File: src/rtl/uart_host_pkg.sv
package uart_host_pkg;
  typedef enum logic [3:0] {
    DST_DATA = 4'd0,
    DST_IER  = 4'd1,
    DST_IIR  = 4'd2,
    DST_LCR  = 4'd3,
    DST_MCR  = 4'd4,
    DST_LSR  = 4'd5,
    DST_MSR  = 4'd6,
    DST_SCR  = 4'd7,
    DST_DLL  = 4'd8,
    DST_DLM  = 4'd9
  } dest_e;
  localparam int NDEST = 10;
endpackage

File: src/rtl/uart_bus_qual.sv
module uart_bus_qual (
  input  logic clk,
  input  logic rst,
  input  logic sel_a,
  input  logic sel_b,
  input  logic sel_c_n,
  input  logic rd_h,
  input  logic rd_l_n,
  input  logic wr_h,
  input  logic wr_l_n,
  output logic sel,
  output logic rd_act,
  output logic wr_act,
  output logic rd_go,
  output logic wr_go
);
  logic rd_q, wr_q;

  assign sel    = sel_a & sel_b & ~sel_c_n;
  assign rd_act = sel & (rd_h | ~rd_l_n);
  assign wr_act = sel & (wr_h | ~wr_l_n);
  assign rd_go  = rd_act & ~rd_q;
  assign wr_go  = wr_act & ~wr_q;

  always_ff @(posedge clk) begin
    if (rst) begin
      rd_q <= 1'b0;
      wr_q <= 1'b0;
    end else begin
      rd_q <= rd_act;
      wr_q <= wr_act;
    end
  end
endmodule

File: src/rtl/uart_addr_hold.sv
module uart_addr_hold #(
  parameter int AW = 3
) (
  input  logic          clk,
  input  logic          rst,
  input  logic          stb_n,
  input  logic [AW-1:0] addr_in,
  output logic [AW-1:0] addr_eff
);
  logic [AW-1:0] held;

  always_ff @(posedge clk) begin
    if (rst)         held <= '0;
    else if (!stb_n) held <= addr_in;
  end

  assign addr_eff = stb_n ? held : addr_in;
endmodule

File: src/rtl/uart_dest_decode.sv
module uart_dest_decode
  import uart_host_pkg::*;
#(
  parameter int AW = 3
) (
  input  logic [AW-1:0] addr,
  input  logic          bank,
  output dest_e         dest
);
  always_comb begin
    case (addr)
      AW'(0):  dest = bank ? DST_DLL : DST_DATA;
      AW'(1):  dest = bank ? DST_DLM : DST_IER;
      AW'(2):  dest = DST_IIR;
      AW'(3):  dest = DST_LCR;
      AW'(4):  dest = DST_MCR;
      AW'(5):  dest = DST_LSR;
      AW'(6):  dest = DST_MSR;
      default: dest = DST_SCR;
    endcase
  end
endmodule

File: src/rtl/uart_cfg_regs.sv
module uart_cfg_regs
  import uart_host_pkg::*;
#(
  parameter int DW = 8
) (
  input  logic          clk,
  input  logic          rst,
  input  logic          wr_go,
  input  dest_e         dest,
  input  logic [DW-1:0] wdata,
  output logic [DW-1:0] lcr,
  output logic [DW-1:0] scr,
  output logic [DW-1:0] dll,
  output logic [DW-1:0] dlm
);
  always_ff @(posedge clk) begin
    if (rst) begin
      lcr <= '0;
      scr <= '0;
    end else if (wr_go) begin
      if (dest == DST_LCR) lcr <= wdata;
      if (dest == DST_SCR) scr <= wdata;
    end
  end

  // divisor bytes are outside the reset domain
  always_ff @(posedge clk) begin
    if (wr_go && dest == DST_DLL) dll <= wdata;
    if (wr_go && dest == DST_DLM) dlm <= wdata;
  end
endmodule

File: src/rtl/uart_host_if.sv
module uart_host_if
  import uart_host_pkg::*;
#(
  parameter int AW       = 3,
  parameter int DW       = 8,
  parameter int BANK_BIT = 7
) (
  input  logic             clk,
  input  logic             rst,
  input  logic             sel_a,
  input  logic             sel_b,
  input  logic             sel_c_n,
  input  logic             adr_stb_n,
  input  logic [AW-1:0]    adr,
  input  logic             rd_h,
  input  logic             rd_l_n,
  input  logic             wr_h,
  input  logic             wr_l_n,
  input  logic [DW-1:0]    din,
  input  logic [DW-1:0]    rbr_i,
  input  logic [DW-1:0]    ier_i,
  input  logic [DW-1:0]    iir_i,
  input  logic [DW-1:0]    mcr_i,
  input  logic [DW-1:0]    lsr_i,
  input  logic [DW-1:0]    msr_i,
  output logic [DW-1:0]    rd_data,
  output logic             drv_dis,
  output logic             cs_out,
  output logic [NDEST-1:0] wr_stb,
  output logic [NDEST-1:0] rd_stb,
  output logic [DW-1:0]    wr_data,
  output logic [DW-1:0]    lcr_o,
  output logic [DW-1:0]    dll_o,
  output logic [DW-1:0]    dlm_o
);
  logic          sel, rd_act, wr_act, rd_go, wr_go;
  logic [AW-1:0] addr_eff;
  dest_e         dest;
  logic [DW-1:0] lcr, scr, dll, dlm;
  logic [DW-1:0] mux_q;
  logic [NDEST-1:0] wr_stb_d, rd_stb_d;

  uart_bus_qual u_qual (
    .clk(clk), .rst(rst), .sel_a(sel_a), .sel_b(sel_b), .sel_c_n(sel_c_n),
    .rd_h(rd_h), .rd_l_n(rd_l_n), .wr_h(wr_h), .wr_l_n(wr_l_n),
    .sel(sel), .rd_act(rd_act), .wr_act(wr_act), .rd_go(rd_go), .wr_go(wr_go)
  );

  uart_addr_hold #(.AW(AW)) u_addr (
    .clk(clk), .rst(rst), .stb_n(adr_stb_n), .addr_in(adr), .addr_eff(addr_eff)
  );

  uart_dest_decode #(.AW(AW)) u_dec (
    .addr(addr_eff), .bank(lcr[BANK_BIT]), .dest(dest)
  );

  uart_cfg_regs #(.DW(DW)) u_cfg (
    .clk(clk), .rst(rst), .wr_go(wr_go), .dest(dest), .wdata(din),
    .lcr(lcr), .scr(scr), .dll(dll), .dlm(dlm)
  );

  always_comb begin
    case (dest)
      DST_DATA: mux_q = rbr_i;
      DST_IER:  mux_q = ier_i;
      DST_IIR:  mux_q = iir_i;
      DST_LCR:  mux_q = lcr;
      DST_MCR:  mux_q = mcr_i;
      DST_LSR:  mux_q = lsr_i;
      DST_MSR:  mux_q = msr_i;
      DST_SCR:  mux_q = scr;
      DST_DLL:  mux_q = dll;
      default:  mux_q = dlm;
    endcase
  end

  for (genvar g = 0; g < NDEST; g++) begin : g_stb
    if (g == int'(DST_IIR)) begin : g_ro
      assign wr_stb_d[g] = 1'b0;
    end else begin : g_rw
      assign wr_stb_d[g] = wr_go && (dest == dest_e'(g));
    end
    assign rd_stb_d[g] = rd_go && (dest == dest_e'(g));
  end

  always_ff @(posedge clk) begin
    if (rst) begin
      rd_data <= '0;
      drv_dis <= 1'b0;
      cs_out  <= 1'b0;
      wr_stb  <= '0;
      rd_stb  <= '0;
      wr_data <= '0;
    end else begin
      rd_data <= rd_act ? mux_q : '0;
      drv_dis <= rd_act;
      cs_out  <= sel;
      wr_stb  <= wr_stb_d;
      rd_stb  <= rd_stb_d;
      if (wr_go) wr_data <= din;
    end
  end

  assign lcr_o = lcr;
  assign dll_o = dll;
  assign dlm_o = dlm;

  // select output tracks the qualified select one edge later
  a_r1_cs_follows: assert property (@(posedge clk) disable iff (rst)
    !$past(rst) |-> cs_out == $past(sel));

  // idle bus returns zero
  a_r3_idle_zero: assert property (@(posedge clk) disable iff (rst)
    !drv_dis |-> rd_data == '0);

  // at most one enable, and only for one cycle
  a_r4_wr_onehot: assert property (@(posedge clk) disable iff (rst)
    $onehot0(wr_stb) && $onehot0(rd_stb));
  a_r4_wr_pulse: assert property (@(posedge clk) disable iff (rst)
    (wr_stb != '0) |=> (wr_stb == '0));

  // write to interrupt id leaves everything alone
  a_r7_iir_ignored: assert property (@(posedge clk) disable iff (rst)
    (wr_go && dest == DST_IIR) |=> (wr_stb == '0) && $stable(lcr_o));

  // no strobe without select
  a_r9_no_sel: assert property (@(posedge clk) disable iff (rst)
    !sel |=> (wr_stb == '0) && (rd_stb == '0) && !drv_dis);
endmodule

File: config.mk
export PLATFORM = sky130hd
export DESIGN_NAME = uart_host_if
export DESIGN_NICKNAME = d
export VERILOG_FILES = /design/src/rtl/uart_host_pkg.sv /design/src/rtl/uart_bus_qual.sv /design/src/rtl/uart_addr_hold.sv /design/src/rtl/uart_dest_decode.sv /design/src/rtl/uart_cfg_regs.sv /design/src/rtl/uart_host_if.sv
export SDC_FILE = /design/constraint.sdc
export NUM_CORES = 1
export LEC_CHECK = 0
export BUFFER_PORTS_ARGS = -buffer_cell sky130_fd_sc_hd__buf_2
export CORE_AREA = 3 3 115 89
export CTS_CLUSTER_SIZE = 10
export DETAILED_ROUTE_END_ITERATION = 8
export DIE_AREA = 0 0 118 92
export SETUP_SLACK_MARGIN = 0.1
export SYNTH_ARGS = -nofsm -noshare
export SYNTH_HDL_FRONTEND = slang
export SYNTH_SLANG_ARGS = --single-unit
File: constraint.sdc
create_clock -name clk -period 2.05 [get_ports clk]
set_clock_uncertainty 0.05 [all_clocks]
set_input_delay 0.1025 -clock clk [delete_from_list [all_inputs] [get_ports clk]]
set_output_delay 0.1025 -clock clk [all_outputs]
set_load 0.005 [all_outputs]
* Yosys cells after proc, flatten, opt, wreduce, memory -nomap -nowiden *
Index checks and enable logic that the tools add are counted.

storage, ports and cells
  input bits = 69
  output and inout bits = 62
  register bits after elaboration = 74
  word-level logic and storage cells = 71

operators by class
  mux-type cells = 5
  equal/unequal tests = 15
  reductions and logical operators = 24
  bitwise gates (word level) = 14

operator list
  cell                                            count
  case mux 8 bit (9 select lines)                 1
  case mux 4 bit (7 select lines)                 1
  logical AND 1 bit                               19
  == test 4 x 3 -> 1 bit (second input constant)  4
  == test 3 bit (second input constant)           3
  == test 4 x 2 -> 1 bit (second input constant)  2
  == test 4 bit (second input constant)           2
  two-way mux 4 bit                               2
  bitwise AND 1 bit                               6
  == test 3 x 2 -> 1 bit (second input constant)  2
  NOT 1 bit                                       6
  == test 4 x 1 -> 1 bit (second input constant)  1
  zero test 4 bit                                 1
  AND reduction 2 bit                             2
  == test 3 x 1 -> 1 bit (second input constant)  1
  zero test 3 bit                                 1
  two-way mux 3 bit                               1
  bitwise OR 1 bit                                2
  OR reduction 2 bit                              1

* Longest topological paths before layout *
  word-level depth = 5
  gate-level depth with buffers = 8
  gate-level depth less buffers = 5

* Hierarchy *
Synthesis repeated with hierarchy kept, for this count alone.

second synthesis, totals
  cells, all modules = 349
  area total of the unflattened synthesis = 3458.3 um^2

modules (own cells, without submodules)
  module            sequential area each (um^2)  cells an instance  instances  area each (um^2)
  uart_host_if      740.7                        224                1          1994.4
  uart_cfg_regs     800.8                        100                1          1208.7
  uart_addr_hold    60.1                         9                  1          127.6
  uart_bus_qual     40.0                         12                 1          103.8
  uart_dest_decode  0.0                          4                  1          23.8

* Least setup slack after synthesis *
No wires, ideal clock.

  kind = input-to-reg
  start = in adr_stb_n
  end = reg u_cfg.dll[0] (enable)
  stages on the path = 5
  arrival = 1.340 ns
  buffers on the path = 2
  data required time = 1.630 ns
  path slack = 0.290 ns
  library setup time = 0.370 ns
  path through = buf_6 mux2i_4 buf_2 nand4_1 nor2_1

on the way
  cells in the longest elaborated chain, start to end = 5
  elaborated cells on any way between the ends = 11
  classes of those cells = 7 x eq/ne; 2 x mux; 2 x reduce/logical

RTL lines
  element                                      line                    text
  start: declaration                           uart_host_if.sv:13      input logic adr_stb_n,
  two-way mux 3 bit (*)                        uart_addr_hold.sv:17    assign addr_eff = stb_n ? held : addr_in;
  == test 3 bit, or another cell as far along  uart_dest_decode.sv:11  case (addr)
  case mux 4 bit (7 select lines) (*)          uart_dest_decode.sv:11
  == test 4 bit (*)                            n/a
  logical AND 1 bit (*)                        n/a
  named net wr_stb_d[8]                        uart_host_if.sv:41      logic [NDEST-1:0] wr_stb_d, rd_stb_d;
  end signal: assignment                       uart_cfg_regs.sv:28     if (wr_go && dest == DST_DLL) dll <= wdata;
  end: declaration                             uart_cfg_regs.sv:13     output logic [DW-1:0] dll,

The timed path passes the listed nets; every way through them passes the cells marked *.
A chain may end at the register's enable or synchronous reset.

* Worst setup path in the final report *
  start = reg u_addr.held[2]
  end = reg u_cfg.lcr[3]

on the way
  cells in the longest elaborated chain, start to end = 5
  elaborated cells on any way between the ends = 11
  classes of those cells = 7 x eq/ne; 2 x mux; 2 x reduce/logical

RTL lines
  element                                      line                    text
  start: declaration                           uart_addr_hold.sv:10    logic [AW-1:0] held;
  start signal: assignment                     uart_addr_hold.sv:14    else if (!stb_n) held <= addr_in;
  two-way mux 3 bit (*)                        uart_addr_hold.sv:17
  == test 3 bit, or another cell as far along  uart_dest_decode.sv:11
  case mux 4 bit (7 select lines) (*)          uart_dest_decode.sv:11
  == test 4 x 2 -> 1 bit (*)                   uart_cfg_regs.sv:21     if (dest == DST_LCR) lcr <= wdata;
  AND reduction 2 bit (no line) (*)            n/a
  end signal: assignment                       uart_cfg_regs.sv:21
  end: declaration                             uart_cfg_regs.sv:11     output logic [DW-1:0] lcr,

Every way passes the cells marked *; elsewhere a longest branch is shown, timed or not.

==> results.sh <==
export IMPL_status="completed"
export IMPL_drc=0
export IMPL_cap_violations=0
export IMPL_io_pins=131
export IMPL_crit_type="flip-flop to flip-flop"
export IMPL_share_comb_of_total_power=0.110
export IMPL_relSlewSlack=0.6063
export IMPL_num_rows=30
export IMPL_crit_chain="mux2_2 -> nor3_2 -> a21oi_1 -> a22o_1"
export IMPL_switching_share=0.2321
export IMPL_die_w_um=118
export IMPL_wl_per_cell_um=16.77
export IMPL_cellPowerDensity_nw_per_um2=805.5
export IMPL_power_frac_seq=0.422
export IMPL_seq_area_um2=1622
export IMPL_die_area_um2=10860
export IMPL_timing_fmax_ghz=0.5586
export IMPL_grt_pass1_vias=2994
export IMPL_power_leakage_nw=1.898
export IMPL_grt_max_degree=31
export IMPL_die_y_um=92
export IMPL_required_ps=2230
export IMPL_fillCellCount=873
export IMPL_pwr_share_clk=0.468
export IMPL_rsz0062_at_grt="false"
export IMPL_clock_sinks=73
export IMPL_synthArstFlopShare=0
export IMPL_coreArea_um2=9121
export IMPL_wirelength_um=10160
export IMPL_yosysSeqAreaShare=0.5080
export IMPL_diodes=0
export IMPL_internal_power_mw=2.716
export IMPL_start_util=0.3499
export IMPL_setup_viol=0
export IMPL_hold_viol=0
export IMPL_grt_overflow=0
export IMPL_drt_initial_drc_count=213
export IMPL_cts_root_buf="clkbuf_16"
export IMPL_instances_no_fill=606
export IMPL_fin_total_pwr_mw=3.537
export IMPL_grt_pass1_wl_um=15960
export IMPL_cts_max_level=3
export IMPL_switchingPower_mw=0.8211
export IMPL_vdd_drop_max_v=0.0004851
export IMPL_tns_ps=0
export IMPL_io_buffers=129
export IMPL_crit_arrival_ps=1970
export IMPL_min_path_type="input port to flip-flop"
export IMPL_tightest_slew_ps=590.5
export IMPL_ys_types=48
export IMPL_synth_edff_count=16
export IMPL_setup_worst_path_end_class="flip-flop"
export IMPL_via_count=3049
export IMPL_syn_inst=331
export IMPL_synthesis_nets=400
export IMPL_multiInputGateArea_um2=1389
export IMPL_slew_violations=0
export IMPL_critPathMaxFanout=22
export IMPL_routabilityCongestion=0.8947
export IMPL_clockBufferDepth=2
export IMPL_post_cts_buffers=0
export IMPL_drt_pass1_iter_count=5
export IMPL_start_kind="flip-flop"
export IMPL_vias_per_cell=5.031
export IMPL_numCtsBuffers=9
export IMPL_antenna_found_initial=0
export IMPL_nets=542
export IMPL_detail_route_antenna_nets=0
export IMPL_synth_seq_cells=73
export IMPL_drive_above_1_share=0.3766
export IMPL_synth_main_ff_cell="dfxtp_1"
export IMPL_clk_latency_ps=330
export IMPL_cp_slowest_cell="mux2_2"
export IMPL_place_inst=579
export IMPL_synthesis_area_um2=3192
export IMPL_clkTransAtPathRegs_ps=60
export IMPL_syn_area_per_cell_um2=9.643
export IMPL_cts_tree="yes"
export IMPL_syn_to_final_growth_pct=37.59
export IMPL_period_share=0.8732
export IMPL_finalCriticalPeriod_ps=1790
export IMPL_max_stage_delay_ps=460
export IMPL_grt_use_total=0.1899
export IMPL_yosys_warnings=0
export IMPL_dpl_hpwl_um=7760
## what timing repair did
action	4_1_cts	5_1_grt
resized for setup	0	0
endpoints found under the hold margin	18	0
hold buffers	11	0
## cell usage after synthesis (2+ instances only)
cell type / n / area share
mux2i_4: 2 / 0.014
a21oi_1: 27 / 0.042
nor3_1: 7 / 0.011
inv_1: 5 / 0.0059
o21ai_1: 2 / 0.0031
mux2i_1: 16 / 0.050
o31ai_1: 2 / 0.0047
clkbuf_1: 7 / 0.0082
a22o_1: 4 / 0.011
dfxtp_1: 57 / 0.36
nor2_1: 32 / 0.038
nor4_1: 3 / 0.0059
mux2_2: 2 / 0.0071
nand3b_1: 2 / 0.0047
o2111ai_1: 2 / 0.0055
nand2b_1: 2 / 0.0039
nor2b_1: 4 / 0.0078
nor3b_1: 2 / 0.0047
nor3b_2: 2 / 0.0078
o22a_1: 5 / 0.014
a31oi_1: 7 / 0.014
nand3_1: 23 / 0.036
edfxtp_1: 16 / 0.15
buf_6: 6 / 0.021
a32oi_1: 2 / 0.0055
o21ai_0: 16 / 0.025
nand4_1: 4 / 0.0078
nand2_1: 41 / 0.048
buf_4: 5 / 0.012
buf_2: 8 / 0.013
## routing by layer
layer | up-vias | track usage | part of all wire | wire [um]
li1 | 1468 | - | - | -
met1 | 1406 | 0.2429 | 0.44 | 4441
met2 | 147 | 0.2994 | 0.46 | 4646
met3 | 28 | 0.05364 | 0.076 | 775
met4 | 0 | 0.08585 | 0.030 | 300
met5 | - | 0 | 0 | 0
## logic make-up (layout without fill, tap and decap cells)
logic type,after synthesis,in the layout,share of synthesized area
muxes,21,21,0.07604
DFF,73,73,0.5080
AOI/OAI and AO/OA,74,74,0.1482
and+or+nand+nor,131,131,0.2070
other,1,1,0.001175
buffers and inverters,31,178,0.05959
## state kept, by name (all words and copies together), names as in the netlist
signal	cells
cs_out	1
u_qual.wr_q	1
rd_stb	10
u_cfg.lcr	8
u_addr.held	3
wr_stb	9
u_cfg.dll	8
u_qual.rd_q	1
rd_data	8
u_cfg.dlm	8
u_cfg.scr	8
wr_data	8
## power groups by stage
stage	combinational, mW	clock (mW)	sequential [mW]
final	0.388	1.66	1.49
after global routing	0.427	1.75	1.49
after global placement	0.363	0	1.52
after CTS	0.385	1.69	1.49
after floorplan	0.232	0	1.52
after detailed placement	0.368	0	1.52
## critical path: cells and delay by family, from the launching register on
kind,cells,cell delay [ps]
compound gates,2,410
mux,1,460
flops,1,340
simple gates,1,420
## cell usage in the layout (no fill, tap or decap), types with 5 or more instances in the layout
cell type	instances
buf_4	17
nand3_1	23
o21ai_0	16
o22a_1	5
nor3_1	6
buf_2	129
dlygate4sd3_1	11
nand2_1	41
edfxtp_1	16
a21oi_1	27
inv_1	5
mux2i_1	15
dfxtp_1	57
nor2_1	32
a31oi_1	7
clkbuf_16	9
## through the flow
| step | instance area [um^2] | hold slack [ps] | util | worst slack [ps] |
|---|---|---|---|---|
| 3_5_place_dp | 3963 | 312.3 | 0.4344 | 186.9 |
| 5_1_grt | 4392 | 48.32 | 0.4815 | 140.2 |
| 6_report | 4392 | 44.11 | 0.4815 | 259.9 |
| 4_1_cts | 4392 | 33.83 | 0.4815 | 269.9 |
| 2_1_floorplan | 3192 | 151.4 | - | 289.9 |
| 3_3_place_gp | 3963 | 319.0 | 0.4344 | 207.8 |
## final cells by class
cell class | instances | area share
timing repair buffer | 157 | 0.2011
inverter | 5 | 0.004274
sequential | 73 | 0.3692
clock inverter | 6 | 0.02051
multi-input combinational | 227 | 0.3162
clock buffer | 10 | 0.05214
tap | 128 | 0.03647
## path summary, 6_finish.rpt
check                 startpoint           end  slack, ps  cells past startpoint
setup / recovery  u_addr.held[2]  u_cfg.lcr[3]        260                      4
hold / removal               rst        cs_out         40                      3
setup reg to reg  u_addr.held[2]  u_cfg.lcr[3]        260                      4
hold reg to reg     u_cfg.scr[5]  u_cfg.scr[5]        410                      2
Power figures use the tool's default switching activity.
